--- src/rtl/sfc_pkg.sv ---
package sfc_pkg;

  typedef enum logic [1:0] {
    HOLD_NONE = 2'd0,
    HOLD_XON  = 2'd1,
    HOLD_XOFF = 2'd2
  } holdKind_t;

  // strobes from control to datapath
  typedef struct packed {
    logic storeRx;     // pass current byte to the FIFO
    logic storeHeld;   // pass held first byte to the FIFO
    logic captureHeld; // remember current byte as a pending first byte
    logic spillRx;     // keep current byte for the following cycle
  } dpStrobe_t;

  // comparator results, bit i = match against character i
  typedef struct packed {
    logic eqXoff2;
    logic eqXoff1;
    logic eqXon2;
    logic eqXon1;
  } cmpFlag_t;

  localparam int NUM_CHARS = 4;

  function automatic int unsigned highMark(input logic [1:0] trig);
    int unsigned base;
    base = (int'(trig) + 1) * 8;
    return (base + 8 > 28) ? 28 : base + 8;
  endfunction

  function automatic int unsigned lowMark(input logic [1:0] trig);
    return (trig == 2'd0) ? 0 : int'(trig) * 8 - 1;
  endfunction

endpackage

--- src/rtl/sfc_datapath.sv ---
module sfc_datapath
  import sfc_pkg::*;
#(
  parameter int DATA_W = 8
) (
  input  logic              clk,
  input  logic              rstN,
  input  logic              regWrEn,
  input  logic [1:0]        regWrSel,
  input  logic [DATA_W-1:0] regWrData,
  input  logic [DATA_W-1:0] rxData,
  input  dpStrobe_t         strobe,
  output cmpFlag_t          cmp,
  output logic              storeEn,
  output logic [DATA_W-1:0] storeData
);

  logic [NUM_CHARS-1:0][DATA_W-1:0] ctrlChar;
  logic [NUM_CHARS-1:0]             eqVec;
  logic [DATA_W-1:0]                heldByte;
  logic [DATA_W-1:0]                spillByte;
  logic                             spillValid;

  always_ff @(posedge clk or negedge rstN) begin
    if (!rstN) begin
      ctrlChar <= '0;
    end else if (regWrEn) begin
      ctrlChar[regWrSel] <= regWrData;
    end
  end

  for (genvar i = 0; i < NUM_CHARS; i++) begin : g_cmp
    assign eqVec[i] = (rxData == ctrlChar[i]);
  end

  assign cmp = cmpFlag_t'(eqVec);

  always_ff @(posedge clk or negedge rstN) begin
    if (!rstN) begin
      heldByte <= '0;
    end else if (strobe.captureHeld) begin
      heldByte <= rxData;
    end
  end

  always_ff @(posedge clk or negedge rstN) begin
    if (!rstN) begin
      storeEn    <= 1'b0;
      storeData  <= '0;
      spillByte  <= '0;
      spillValid <= 1'b0;
    end else begin
      storeEn <= 1'b0;
      if (strobe.storeHeld) begin
        storeEn   <= 1'b1;
        storeData <= heldByte;
      end else if (spillValid) begin
        storeEn    <= 1'b1;
        storeData  <= spillByte;
        spillValid <= 1'b0;
      end else if (strobe.storeRx) begin
        storeEn   <= 1'b1;
        storeData <= rxData;
      end
      if (strobe.spillRx) begin
        spillByte  <= rxData;
        spillValid <= 1'b1;
      end
    end
  end


  rx_gap_chk: assert property (@(posedge clk) disable iff (!rstN)
    spillValid |-> !(strobe.storeRx || strobe.storeHeld));

endmodule

--- src/rtl/sfc_control.sv ---
module sfc_control
  import sfc_pkg::*;
(
  input  logic       clk,
  input  logic       rstN,
  input  logic [1:0] fcMode,
  input  logic       rxValid,
  input  cmpFlag_t   cmp,
  input  logic       txBusy,
  input  logic       irqEn,
  output dpStrobe_t  strobe,
  output logic       txHalt,
  output logic       xoffFlag
);

  holdKind_t holdKind, holdNext;
  logic      matchXon, matchXoff;
  logic      haltPend;

  always_comb begin
    strobe    = '0;
    holdNext  = holdKind;
    matchXon  = 1'b0;
    matchXoff = 1'b0;
    if (rxValid) begin
      if (fcMode == 2'd0) begin
        strobe.storeRx = 1'b1;
        holdNext       = HOLD_NONE;
      end else if (fcMode == 2'd1) begin
        holdNext = HOLD_NONE;
        if (cmp.eqXoff1)     matchXoff      = 1'b1;
        else if (cmp.eqXon1) matchXon       = 1'b1;
        else                 strobe.storeRx = 1'b1;
      end else begin
        case (holdKind)
          HOLD_XOFF: begin
            holdNext = HOLD_NONE;
            if (cmp.eqXoff2) matchXoff = 1'b1;
            else begin
              strobe.storeHeld = 1'b1;
              strobe.spillRx   = 1'b1;
            end
          end
          HOLD_XON: begin
            holdNext = HOLD_NONE;
            if (cmp.eqXon2) matchXon = 1'b1;
            else begin
              strobe.storeHeld = 1'b1;
              strobe.spillRx   = 1'b1;
            end
          end
          default: begin
            if (cmp.eqXoff1) begin
              strobe.captureHeld = 1'b1;
              holdNext           = HOLD_XOFF;
            end else if (cmp.eqXon1) begin
              strobe.captureHeld = 1'b1;
              holdNext           = HOLD_XON;
            end else begin
              strobe.storeRx = 1'b1;
            end
          end
        endcase
      end
    end
  end

  always_ff @(posedge clk or negedge rstN) begin
    if (!rstN) begin
      holdKind <= HOLD_NONE;
      haltPend <= 1'b0;
      txHalt   <= 1'b0;
      xoffFlag <= 1'b0;
    end else begin
      holdKind <= holdNext;
      if (matchXon) begin
        haltPend <= 1'b0;
        txHalt   <= 1'b0;
        xoffFlag <= 1'b0;
      end else begin
        if ((matchXoff || haltPend) && !txBusy) begin
          txHalt   <= 1'b1;
          haltPend <= 1'b0;
        end else if (matchXoff) begin
          haltPend <= 1'b1;
        end
        if (matchXoff && irqEn) xoffFlag <= 1'b1;
      end
    end
  end


  halt_idle_chk: assert property (@(posedge clk) disable iff (!rstN)
    $rose(txHalt) |-> $past(!txBusy));


  halt_release_chk: assert property (@(posedge clk) disable iff (!rstN)
    $fell(txHalt) |-> $past(rxValid && fcMode != 2'd0));


  flag_gate_chk: assert property (@(posedge clk) disable iff (!rstN)
    $rose(xoffFlag) |-> $past(irqEn && rxValid));

endmodule

--- src/rtl/sfc_level_watch.sv ---
module sfc_level_watch
  import sfc_pkg::*;
#(
  parameter int CNT_W = 6
) (
  input  logic             clk,
  input  logic             rstN,
  input  logic             enable,
  input  logic [1:0]       trigSel,
  input  logic [CNT_W-1:0] fifoCount,
  output logic             sendXon,
  output logic             sendXoff
);

  logic [CNT_W-1:0] hiMark, loMark;
  logic             throttled;

  assign hiMark = CNT_W'(highMark(trigSel));
  assign loMark = CNT_W'(lowMark(trigSel));

  always_ff @(posedge clk or negedge rstN) begin
    if (!rstN) begin
      throttled <= 1'b0;
      sendXon   <= 1'b0;
      sendXoff  <= 1'b0;
    end else begin
      sendXon  <= 1'b0;
      sendXoff <= 1'b0;
      if (!enable) begin
        throttled <= 1'b0;
      end else if (!throttled && fifoCount >= hiMark) begin
        throttled <= 1'b1;
        sendXoff  <= 1'b1;
      end else if (throttled && fifoCount <= loMark) begin
        throttled <= 1'b0;
        sendXon   <= 1'b1;
      end
    end
  end


  req_excl_chk: assert property (@(posedge clk) disable iff (!rstN)
    !(sendXon && sendXoff));


  xoff_single_chk: assert property (@(posedge clk) disable iff (!rstN)
    sendXoff |=> !sendXoff);


  xon_single_chk: assert property (@(posedge clk) disable iff (!rstN)
    sendXon |=> !sendXon);

endmodule

--- src/rtl/xonxoff_flow_ctrl.sv ---
module xonxoff_flow_ctrl
  import sfc_pkg::*;
#(
  parameter int DATA_W = 8,
  parameter int CNT_W  = 6
) (
  input  logic              clk,
  input  logic              rstN,
  input  logic              regWrEn,
  input  logic [1:0]        regWrSel,
  input  logic [DATA_W-1:0] regWrData,
  input  logic [1:0]        fcMode,
  input  logic              rxValid,
  input  logic [DATA_W-1:0] rxData,
  input  logic              txBusy,
  input  logic              irqEn,
  input  logic [1:0]        trigSel,
  input  logic [CNT_W-1:0]  fifoCount,
  output logic              storeEn,
  output logic [DATA_W-1:0] storeData,
  output logic              txHalt,
  output logic              xoffFlag,
  output logic              sendXon,
  output logic              sendXoff
);

  dpStrobe_t strobe;
  cmpFlag_t  cmp;

  sfc_datapath #(.DATA_W(DATA_W)) u_dp (
    .clk(clk), .rstN(rstN),
    .regWrEn(regWrEn), .regWrSel(regWrSel), .regWrData(regWrData),
    .rxData(rxData), .strobe(strobe), .cmp(cmp),
    .storeEn(storeEn), .storeData(storeData)
  );

  sfc_control u_ctl (
    .clk(clk), .rstN(rstN), .fcMode(fcMode), .rxValid(rxValid),
    .cmp(cmp), .txBusy(txBusy), .irqEn(irqEn),
    .strobe(strobe), .txHalt(txHalt), .xoffFlag(xoffFlag)
  );

  sfc_level_watch #(.CNT_W(CNT_W)) u_lvl (
    .clk(clk), .rstN(rstN), .enable(fcMode != 2'd0),
    .trigSel(trigSel), .fifoCount(fifoCount),
    .sendXon(sendXon), .sendXoff(sendXoff)
  );

endmodule

--- config.mk ---
export PLATFORM = sky130hd
export DESIGN_NAME = xonxoff_flow_ctrl
export DESIGN_NICKNAME = d
export VERILOG_FILES = /design/src/rtl/sfc_pkg.sv /design/src/rtl/sfc_datapath.sv /design/src/rtl/sfc_control.sv /design/src/rtl/sfc_level_watch.sv /design/src/rtl/xonxoff_flow_ctrl.sv
export SDC_FILE = /design/constraint.sdc
export NUM_CORES = 1
export LEC_CHECK = 0
export ABC_AREA = 1
export CORE_MARGIN = 10
export CORE_UTILIZATION = 55
export DETAILED_ROUTE_END_ITERATION = 12
export PLACE_DENSITY_LB_ADDON = 0.12
export SLEW_MARGIN = 30
export SYNTH_ARGS = -nofsm -noshare
export SYNTH_HDL_FRONTEND = slang
export SYNTH_SLANG_ARGS = --single-unit
--- constraint.sdc ---
create_clock -name clk -period 1.8 [get_ports clk]
set_input_delay 0.45 -clock clk [delete_from_list [all_inputs] [get_ports clk]]
set_output_delay 0.45 -clock clk [all_outputs]
set_load 0.005 [all_outputs]
Yosys cells after proc, flatten, opt, wreduce, memory -nomap -nowiden:

Cells that the tools add are included.

* $add $sub $neg: 3
* reduce and logical (&&, ||, !) cells: 18
* equality and inequality tests: 9
* $lt $le $gt $ge: 5
* multiplexer cells: 59

Operators with widths (number)
* 2-to-1 mux 1 bit: 42
* bitwise mux 32 bit: 1
* equality test 8 bit: 4
* greater-than comparator 32 x 5 -> 1 bit (second input constant): 1
* 2-to-1 mux 8 bit: 4
* demux 8 bit (select 2 bit): 1
* 2-to-1 mux 6 bit: 2
* 2-to-1 mux 2 bit: 5
* adder 6 x 4 -> 7 bit (second input constant): 1
* greater-or-equal comparator 6 bit: 1
* <= comparator 6 bit: 1
* 2-to-1 mux 3 bit: 2
* nonzero test 2 bit: 3
* nonzero test 3 bit: 2
* subtractor 5 x 1 -> 6 bit (second input constant): 1
* logical AND 1 bit: 5
* nonzero test 5 bit: 1
* equality test 2 x 1 -> 1 bit (second input constant): 2
* logical NOT 2 bit: 2
* 2-to-1 mux 4 bit: 1
* adder 2 x 1 -> 3 bit (second input constant): 1
* < comparator 2 x 3 -> 1 bit (second input constant): 1
* inequality test 3 bit (second input constant): 1
* equality test 2 bit (second input constant): 1
* other kinds (7): 8

* logic and storage cells: 110
* output and inout bits: 13
* register bits: 66

Longest topological paths before layout:

* word-level depth: 10
* mapped depth: 15
* depth with buffers taken out: 14

Hierarchy:

A second synthesis with hierarchy kept.

* cell total of the unflattened synthesis: 516
* area total of the unflattened synthesis: 3792.4 µm²

Modules (own cells, without submodules)
* sfc_datapath: area each 2935.3 µm², cells an instance 397, instances 1, seq. area each 1451.4 µm²
* sfc_level_watch: area each 462.9 µm², cells an instance 65, instances 1, seq. area each 75.1 µm²
* sfc_control: area each 382.9 µm², cells an instance 51, instances 1, seq. area each 125.1 µm²
* xonxoff_flow_ctrl: area each 11.3 µm², cells an instance 3, instances 1, seq. area each 0.0 µm²

Least setup slack after synthesis:

Ideal clock, no wire load.

* path type: input port to flip-flop
* start: input trigSel[0]
* end: register u_lvl.throttled
* path slack: -286 ps
* data arrival time: 1959 ps
* cell stages on the path: 11
* setup time: 128 ps
* cell sequence: inv_1 -> ha_1 -> or2_2 -> a21oi_1 -> ha_1 -> nand2_1 -> nor2_1 -> a211oi_1 -> o41ai_1 -> nand3_1 -> o31ai_1

* word-level cells in the longest chain between the ends: 8
* elaborated cells on any way between the ends: 14
* classes of those cells: add/sub: 3; order compare: 3; eq/ne: 1; mux: 4; reduce/logical: 3

Ends and longest elaborated chain
* start: declaration: RTL line xonxoff_flow_ctrl.sv:17 `input logic [1:0] trigSel,`
* adder 2 x 1 -> 3 bit: RTL line sfc_pkg.sv:29 `base = (int'(trig) + 1) * 8;`
* adder 6 x 4 -> 7 bit: RTL line sfc_pkg.sv:30 `return (base + 8 > 28) ? 28 : base + 8;`
* greater-than comparator 32 x 5 -> 1 bit: RTL line sfc_pkg.sv:30
* 2-to-1 mux 6 bit: RTL line sfc_pkg.sv:30
* greater-or-equal comparator 6 bit: RTL line sfc_level_watch.sv:31 `end else if (!throttled && fifoCount >= hiMark) begin`
* logical AND 1 bit: RTL line sfc_level_watch.sv:31
* 2-to-1 mux 1 bit: RTL line sfc_level_watch.sv:31
* 2-to-1 mux 1 bit: RTL line sfc_level_watch.sv:29 `if (!enable) begin`
* end signal: assignment: RTL line sfc_level_watch.sv:30 `throttled <= 1'b0;`
* end signal: assignment: RTL line sfc_level_watch.sv:32 `throttled <= 1'b1;`
* end signal: assignment: RTL line sfc_level_watch.sv:35 `throttled <= 1'b0;`
* end: declaration: RTL line sfc_level_watch.sv:16 `logic throttled;`

Parallel ways exist; a longest one is shown, timed or not.
A chain may end at the register's enable or synchronous reset.

Worst setup path after layout:

* start: input trigSel[1]
* end: register u_lvl.throttled

Same word-level chain as after synthesis.

==> flow_summary_export.csv <==
group,metric,value,unit
status,status,"finished, violations left",
status,violations,"negative setup slack",
power,power.leakage,0.00234,uW
synth,ys_seq_area_share,45.9,%
power,vdd_drop_max,0.827,mV
critical_path,slowest_stage,"ha_1",
power,clkPwrFrac,30.2,%
critical_path,critPathKind,"in -> reg",
cells_and_area,fill_cells,508,
global_route,grt_pass1_wl,13300,um
clock_network,root_buffer,"clkbuf_8",
synth,synth-edff-count,0,
timing,fmax,537,MHz
min_path,hp-class,"in -> async",
timing,timing.final.ws_setup,-0.0619,ns
critical_path,r2r-end,"u_dp.spillByte[3]$_DFFE_PN0P_",
critical_path,critPathArrivalTime,2.08,ns
power,p_comb_share,22.2,%
power,pwr_density_cell,816,nW/um^2
synth,yosys.area.top_type,"dfrtp_1",
global_route,grt_max_degree,66,
clock_network,clkSinkCount,66,
job,maxCapViolCount,0,
critical_path,worstRegToRegCells,8,
die,start_util,56.7,%
synth,synth_xor_area_share,6.08,%
die,io_pins,47,
placed_design,portBuffers,46,
synth,synth_compound_area_share,10.9,%
critical_path,startpoint_type,"input pin",
synth,synth.distinct_cells,35,
timing,hold_viol,0,
clock_network,cts_tree,"done",
synth,ys_top_cells_by_area,"dfrtp_1 46%, nand2_1 16%, o21ai_0 7.8%, xnor2_1 5.6%, ha_1 5.6%",
critical_path,endpoint_kind,"flop",
synth,yosys_warnings,0,
synth,synthesis.area,3600,um^2
placed_design,hpwl,5680,um
clock_network,ctsLongestPathBuffers,2,
timing,rsz0062_at_grt,"true",
synth,synthAdderAreaFrac,5.56,%
placed_design,place_ws,-0.925,ns
power,seq_power_share,47.6,%
synth,async_reset_ff_share,100,%
cells_and_area,area_growth,29.8,%
synth,yosys.area_share.simple,23.5,%
synth,synthFlopType,"dfrtp_1",
placed_design,gp_congestion,0.864,
timing,finClkSkew,0.00812,ns
cells_and_area,diodes,0,
cells_and_area,postLayoutCoreUtil,73.6,%
clock_network,clk_latency,0.34,ns
die,die_area,10200,um^2
synth,synthCells,449,
global_route,antenna_found_initial,0,
cells_and_area,most-common-layout-cells,"148 x nand2_1, 66 x dfrtp_1, 56 x o21ai_0",
cells_and_area,drive_gt1_share,15.1,%
die,fp.dieH,101,um
clock_network,htree_levels,3,
die,num_rows,29,
drt,drt-vias-per-instance,4.93,
critical_path,path_cells,"buf_8, inv_4, ha_4, nand2_4, nand3_2, o21a_1, a21oi_2, ha_1, nand2_2, nor2_1, a211oi_1, o41ai_1, nand3_1, o31ai_1",
synth,syn_area_per_cell,8.02,um^2
timing,fin_crit,1.86,ns
clock_network,cts_buffers,9,
die,die_w,101,um
clock_network,cts.clk_slew.worst_paths,0.06,ns
power,switchingPower,1060,uW
power,power.share.switching,27.7,%
global_route,gr-total-overflow,0,
drt,drcViolationCount,0,
drt,drtIter0Drc,132,
cells_and_area,final_common_cell,"nand2_1",
cells_and_area,num-nets-final,578,
drt,drtAntennaViolNets,0,
synth,synth_seq_cells,66,
critical_path,required,2.02,ns
synth,synth_top_area_share,45.9,%
critical_path,timing.rr.start,"u_ctl.holdKind[0]$_DFFE_PN0P_",
synth,synth_mux_area_share,0,%
critical_path,slowest_delay,0.30,ns
timing,setup_viol,2,
global_route,grt_pass1_vias,3015,
drt,first_pass_iters,4,
drt,routed_wl,7550,um
drt,vias,2999,
global_route,track_usage,15.9,%
critical_path,cp_max_fo,4,
die,core,6350,um^2
power,internal-power,2760,uW
synth,synth_top_family_by_area,"simple AND/OR/NAND/NOR gates",
critical_path,regToRegSetupSlack,0.12,ns
drt,detail_route.wl_per_cell,12.4,um
power,p_total,3820,uW
timing,maxSlewViolCount,0,
timing,fin_crit_sh,103,%
==> worst max-delay path: cells and delay by family <==
family	cells	cell delay, ns
simple gates	5	0.33
fa+ha+maj	2	0.57
compound gates	5	0.60
buf+inv	2	0.12
==> power by group through the flow <==
stage               Sequential, uW  Combinational [uW]  Clock (uW)
CTS                           1820                 853        1170
detailed placement            1840                 839           0
global placement              1830                 812           0
finish                        1820                 847        1150
floorplan                     1820                 481           0
global route                  1840                 971        1240
==> per-stage QoR <==
step	cells	instance area [um^2]	hold WS (ns)	setup TNS, ns
final	608	4680	0.430	-0.0821
after CTS	609	4650	0.414	-0.134
after global routing	608	4680	0.437	-0.267
after global placement	592	4430	0.248	-14.89
after detailed placement	592	4430	0.250	-15.54
after floorplan	450	3650	0.154	-0.258
==> how the worst max path moves through the flow <==
stage,startpoint,endpoint,slack [ns]
4_1_cts,trigSel[0],u_lvl.throttled$_DFFE_PN0P_,-0.09
5_1_grt,trigSel[0],u_lvl.throttled$_DFFE_PN0P_,-0.15
3_5_place_dp,trigSel[0],u_lvl.throttled$_DFFE_PN0P_,-0.92
2_1_floorplan,trigSel[0],u_lvl.throttled$_DFFE_PN0P_,-0.15
6_report,trigSel[1],u_lvl.throttled$_DFFE_PN0P_,-0.06
3_3_place_gp,trigSel[0],u_lvl.throttled$_DFFE_PN0P_,-0.82
==> area by class of cell <==
class                   instances  area (um^2)  share of cell area, %
clock buffers                  11          131                   2.81
clock inverters                 3         42.5                  0.910
inverters                      51          209                   4.47
multi-input cells             316         1750                   37.3
flip-flops and latches         66         1650                   35.3
well taps                      77         96.3                   2.06
repair buffers                 84          800                   17.1
==> cell families (layout without fill, tap and decap cells) <==
group,after synthesis,in the layout
other cells,1,2
xor+xnor,25,25
buf+inv,68,149
flops,66,66
simple gates,200,200
fa+ha+maj,16,16
compound gates,73,73
==> layer usage <==
| layer | share of wire (%) | routed length (um) | global-route usage, % | vias to the layer above |
|---|---|---|---|---|
| li1 | - | - | - | 1576 |
| met1 | 44 | 3310 | 18.6 | 1350 |
| met2 | 49 | 3660 | 26.9 | 64 |
| met3 | 5.7 | 434 | 3.91 | 9 |
| met4 | 1.9 | 143 | 7.50 | 0 |
| met5 | 0 | 0 | 0 | - |
==> timing repair <==
item,CTS,global route
resized for setup,25,12
endpoints found under the hold margin,1,0
endpoints found under the setup margin,31,17
pin swaps,13,8
setup buffers,2,1
hold buffers,1,0
==> registers in the layout (all words and copies together) (netlist names) <==
register         count
u_dp.ctrlChar       32
u_lvl.throttled      1
u_dp.spillByte       8
u_dp.storeEn         1
u_ctl.xoffFlag       1
u_ctl.txHalt         1
u_ctl.holdKind       2
u_lvl.sendXoff       1
u_dp.storeData       8
u_dp.heldByte        8
u_lvl.sendXon        1
u_dp.spillValid      1
u_ctl.haltPend       1
==> Yosys cell counts, drive strengths merged (2+ instances only) <==
cell type,count
a21oi,6
buf,10
clkbuf,7
dfrtp,66
ha,16
inv,50
nand2,155
nand3,11
nand4,12
nor2,19
o21a,2
o21ai,60
xnor2,23
xor2,2
(Power assumes the default switching activity.)
